$ cat config.mk
export PLATFORM = sky130hd
export DESIGN_NAME = jc_timing_gen
export DESIGN_NICKNAME = d
export VERILOG_FILES = /design/src/rtl/jc_pkg.sv /design/src/rtl/jc_code_check.sv /design/src/rtl/jc_phase_decode.sv /design/src/rtl/jc_timing_gen.sv
export SDC_FILE = /design/constraint.sdc
export NUM_CORES = 1
export LEC_CHECK = 0
export ABC_AREA = 1
export BUFFER_PORTS_ARGS = -buffer_cell sky130_fd_sc_hd__clkbuf_2
export CORE_AREA = 2 2 39 41
export CTS_BUF_LIST = sky130_fd_sc_hd__clkbuf_16
export DETAILED_ROUTE_END_ITERATION = 10
export DIE_AREA = 0 0 41 43
export PLACE_DENSITY = 0.56
export SLEW_MARGIN = 10
export SYNTH_ARGS = -nofsm -noshare
export SYNTH_HDL_FRONTEND = slang
export SYNTH_HIERARCHICAL = 1
export SYNTH_SLANG_ARGS = --single-unit
export TNS_END_PERCENT = 20
$ cat constraint.sdc
create_clock -name clk_i -period 4.9 [get_ports clk_i]
set_input_delay 1.47 -clock clk_i [delete_from_list [all_inputs] [get_ports clk_i]]
set_output_delay 1.47 -clock clk_i [all_outputs]
set_load 0.02 [all_outputs]
$ cat src/rtl/jc_pkg.sv
package jc_pkg;

    localparam int unsigned JC_DEFAULT_STAGES = 4;

    // What the register does on the coming clock edge
    typedef enum logic [1:0] {
        JC_HOLD  = 2'd0,
        JC_SHIFT = 2'd1,
        JC_SEED  = 2'd2,
        JC_CLEAR = 2'd3
    } jc_action_e;

endpackage

$ cat src/rtl/jc_code_check.sv
// Flags a code as legal when adjacent stages differ in at most one place.
module jc_code_check #(
    parameter int unsigned WIDTH = 4
) (
    input  logic [WIDTH-1:0] code_i,
    output logic             legal_o
);
    localparam int unsigned CNT_W = $clog2(WIDTH) + 1;

    logic [WIDTH-2:0] edge_w;
    logic [CNT_W-1:0] edges_cnt;

    genvar g;
    generate
        for (g = 0; g < WIDTH - 1; g++) begin : g_edge
            assign edge_w[g] = code_i[g] ^ code_i[g+1];
        end
    endgenerate

    always_comb begin
        edges_cnt = '0;
        for (int i = 0; i < WIDTH - 1; i++) begin
            edges_cnt = edges_cnt + CNT_W'(edge_w[i]);
        end
    end

    assign legal_o = (edges_cnt <= CNT_W'(1));

endmodule

$ cat src/rtl/jc_phase_decode.sv
// Two-input decode of each switch-tail step; gated off for illegal codes.
module jc_phase_decode #(
    parameter int unsigned WIDTH  = 4,
    localparam int unsigned PHASES = 2 * WIDTH
) (
    input  logic [WIDTH-1:0]  code_i,
    input  logic              legal_i,
    output logic [PHASES-1:0] phase_o
);
    logic [PHASES-1:0] raw_w;

    // step 0: all zeros, step WIDTH: all ones
    assign raw_w[0]     = ~code_i[WIDTH-1] & ~code_i[0];
    assign raw_w[WIDTH] =  code_i[WIDTH-1] &  code_i[0];

    genvar j;
    generate
        for (j = 1; j < WIDTH; j++) begin : g_step
            // filling with ones from the top: boundary between stage WIDTH-j and below
            assign raw_w[j]         =  code_i[WIDTH-j] & ~code_i[WIDTH-j-1];
            // draining ones from the top
            assign raw_w[WIDTH + j] = ~code_i[WIDTH-j] &  code_i[WIDTH-j-1];
        end
    endgenerate

    assign phase_o = legal_i ? raw_w : '0;

endmodule

$ cat src/rtl/jc_timing_gen.sv
module jc_timing_gen
    import jc_pkg::*;
#(
    parameter int unsigned STAGES = JC_DEFAULT_STAGES,
    localparam int unsigned PHASES = 2 * STAGES
) (
    input  logic              clk_i,
    input  logic              rst_i,
    input  logic              en_i,
    input  logic              seed_en_i,
    input  logic [STAGES-1:0] seed_val_i,
    output logic [STAGES-1:0] state_o,
    output logic [PHASES-1:0] phase_o
);

    typedef struct packed {
        logic [STAGES-1:0] code;
    } jc_regs_t;

    jc_regs_t   regs_d, regs_q;
    jc_action_e action;
    logic       legal_w;

    jc_code_check #(.WIDTH(STAGES)) code_check_i (
        .code_i  (regs_q.code),
        .legal_o (legal_w)
    );

    jc_phase_decode #(.WIDTH(STAGES)) phase_decode_i (
        .code_i  (regs_q.code),
        .legal_i (legal_w),
        .phase_o (phase_o)
    );

    always_comb begin
        regs_d = regs_q;
        if (seed_en_i)         action = JC_SEED;
        else if (!en_i)        action = JC_HOLD;
        else if (!legal_w)     action = JC_CLEAR;
        else                   action = JC_SHIFT;

        unique case (action)
            JC_SEED:  regs_d.code = seed_val_i;
            JC_SHIFT: regs_d.code = {~regs_q.code[0], regs_q.code[STAGES-1:1]};
            JC_CLEAR: regs_d.code = '0;
            default:  regs_d.code = regs_q.code;
        endcase
        if (rst_i) regs_d.code = '0;
    end

    always_ff @(posedge clk_i) begin
        regs_q <= regs_d;
    end

    assign state_o = regs_q.code;

endmodule

==> flow_summary.yaml <==
placement:
  place_congestion: 0.828
  dp_hpwl_um: 633
  dp_cells: 98
  portBuffers: 19
cells_and_area:
  drive_gt1_share_pct: 27.1
  insertedDiodeCount: 0
  fin_nets: 96
  area_growth_pct: 55.5
  largest_register_ffs: 4
  layout.cells.non_filler: 101
synth:
  synthesis.area_sq_um: 343
  avgSynthCellArea_sq_um: 5.44
  yosysMostFrequentCell: "nand2_1"
  yosys.area.top_type: "dfxtp_1"
  ys.flop_type: "dfxtp_1"
  synth_cells: 63
  synth-seq-cells: 4
  synth.top_cell.area_share_pct: 23.4
  ys_seq_area_share_pct: 23.4
  synth_common_cells: "18 x nand2_1, 15 x nor2_1, 14 x inv_1"
  yosysWarnings: 6
  synth_fp_nets: 72
  synth_area_leaders: "dfxtp_1 23%, nand2_1 20%, nor2_1 16%"
  synth_cell_types: 9
  synth_edf_count: 0
  synthArstFlopShare_pct: 0
timing:
  worst_clock_skew_ns: 0.00111
  hold_viol: 0
  slew_violations: 0
  setup_tns_ns: 0
  max_freq_mhz: 289
  worstMarginPinSlew_ns: 0.433
  timing.final.crit_period_ns: 3.46
  slew_headroom_pct: 71.0
  holdWs_ns: 0.581
  fin_crit_sh_pct: 70.5
  rsz0062_at_grt: "false"
  setup_violations: 0
drt:
  drt_wl_total_um: 813
  drc: 0
  dr.pass1.iters: 4
  viasPerCell: 4.19
  drtIter0Drc: 10
  vias: 423
  wl_per_cell_um: 8.05
  ant_nets: 0
floorplan:
  boundaryPins: 20
  coreArea_sq_mm: 0.00138
  initial_core_util_pct: 24.8
  fp.dieH_um: 43
  die_w_um: 41
  die-area_sq_mm: 0.00176
  rows: 14
outcome:
  status: "finished clean"
worst_setup_path:
  arrival_ns: 1.99
  worstSetupStartpointType: "register"
  end_kind: "primary output"
  crit_path_max_fanout: 9
  cpLargestDelayFamily: "simple AND/OR/NAND/NOR gates"
  max_stage_delay_ns: 0.48
  slowest_stage: "dfxtp_1"
  path_class: "reg -> out"
  path_cells: "xor2_1, ha_1, nand2_1, nor2_1, nor2_1, nand2_1, nor2_1, clkbuf_2"
  cp_common_cell: "nor2_1"
  cp.required_ns: 3.43
  cp_num_buf_inv: 1
clock_tree:
  cts_sinks: 4
  cts.repair.resized: 0
  cts_setup_buffers: 0
  htreeDepth: 1
  clock_latency_ns: 0.22
  cts_tree: "built"
  cts.path.max_buffers: 2
  cts_hold_buf: 0
  clkTransAtPathRegs_ns: 0.03
  clockRootBuffer: "clkbuf_16"
  numCtsBuffers: 3
grt:
  grt_max_degree: 10
  antenna_found_initial: 0
  grt_first_pass_wirelength_um: 1170
  grt_pass1_vias: 300
  grtUsageTotal_pct: 10.4
  grt-ovfl-total: 0
power:
  vdd_drop_max_v: 0.000130
  static-leakage-power_nw: 0.322
  power_density_mw_per_mm2: 404
worst_hold_path:
  min_path_type: "reg -> reg"
flow_run:
  max-cap-violations: 0
## per-layer routing
| layer | routed length, um | track usage (%) | part of all wire (%) | vias to the layer above |
|---|---|---|---|---|
| li1 | - | - | - | 235 |
| met1 | 380 | 12.2 | 47 | 164 |
| met2 | 340 | 13.1 | 42 | 22 |
| met3 | 80 | 3.14 | 9.8 | 2 |
| met4 | 12 | 12.0 | 1.5 | 0 |
| met5 | 0 | 0 | 0 | - |
## metrics by stage
step	total power, mW	utilization, %	setup slack, ns	area (sq um)
after floorplan	0.0740	-	1.68	343
after global placement	0.0903	33.1	1.71	458
after detailed placement	0.0904	33.1	1.69	458
after CTS	0.217	38.5	1.43	533
after global routing	0.227	38.5	1.21	533
final	0.215	38.5	1.44	533
## kinds of logic (layout without fill, tap and decap cells)
| group | after synthesis | count (layout) | synth area share [%] |
|---|---|---|---|
| and+or+nand+nor | 38 | 38 | 46.7 |
| buffers and inverters | 14 | 36 | 15.3 |
| AOI/OAI and AO/OA | 4 | 4 | 5.84 |
| DFF | 4 | 4 | 23.4 |
| xor gates and xnor gates | 2 | 2 | 5.11 |
| adders and majority gates | 1 | 1 | 3.65 |
## worst register-to-register path, cell delays in order, from the launching register on
cell and delay (ns):
dfxtp_1 0.48, xor2_1 0.19, ha_1 0.24, nand2_1 0.07
nor2_1 0.04, nor2_1 0.34, nand4_1 0.15, a21oi_1 0.16
## final timing paths
check,start,to,slack (ns),cells past startpoint
max,state_o[2]$_SDFFE_PP0P_,phase_o[4],1.44,8
min,state_o[1]$_SDFFE_PP0P_,state_o[0]$_SDFFE_PP0P_,0.58,2
max reg2reg,state_o[2]$_SDFFE_PP0P_,state_o[2]$_SDFFE_PP0P_,3.17,7
min reg2reg,state_o[1]$_SDFFE_PP0P_,state_o[0]$_SDFFE_PP0P_,0.58,2
## placed cells by master, fill, tap and decap left out
master / count
nor2_4: 1
xor2_1: 2
nand4_1: 4
a21oi_1: 4
inv_1: 14
nand2_1: 18
clkbuf_2: 19
clkbuf_16: 3
ha_1: 1
dfxtp_1: 4
nor2_1: 15
## cell type report
| cell class | instances | area (sq um) |
|---|---|---|
| multi-input combinational | 45 | 210 |
| clock buffer | 3 | 75.1 |
| inverter | 14 | 52.6 |
| sequential | 4 | 80.1 |
| tap | 16 | 20.0 |
| fill | 155 | 851 |
| timing repair buffer | 19 | 95.1 |
## power by group
group | total (mW) | switching, mW | internal [mW]
clock | 0.125 | 0.0212 | 0.104
sequential | 0.0404 | 0.00502 | 0.0354
combinational | 0.0494 | 0.0324 | 0.0170
total | 0.215 | 0.0586 | 0.156
(Power assumes the default switching activity.)
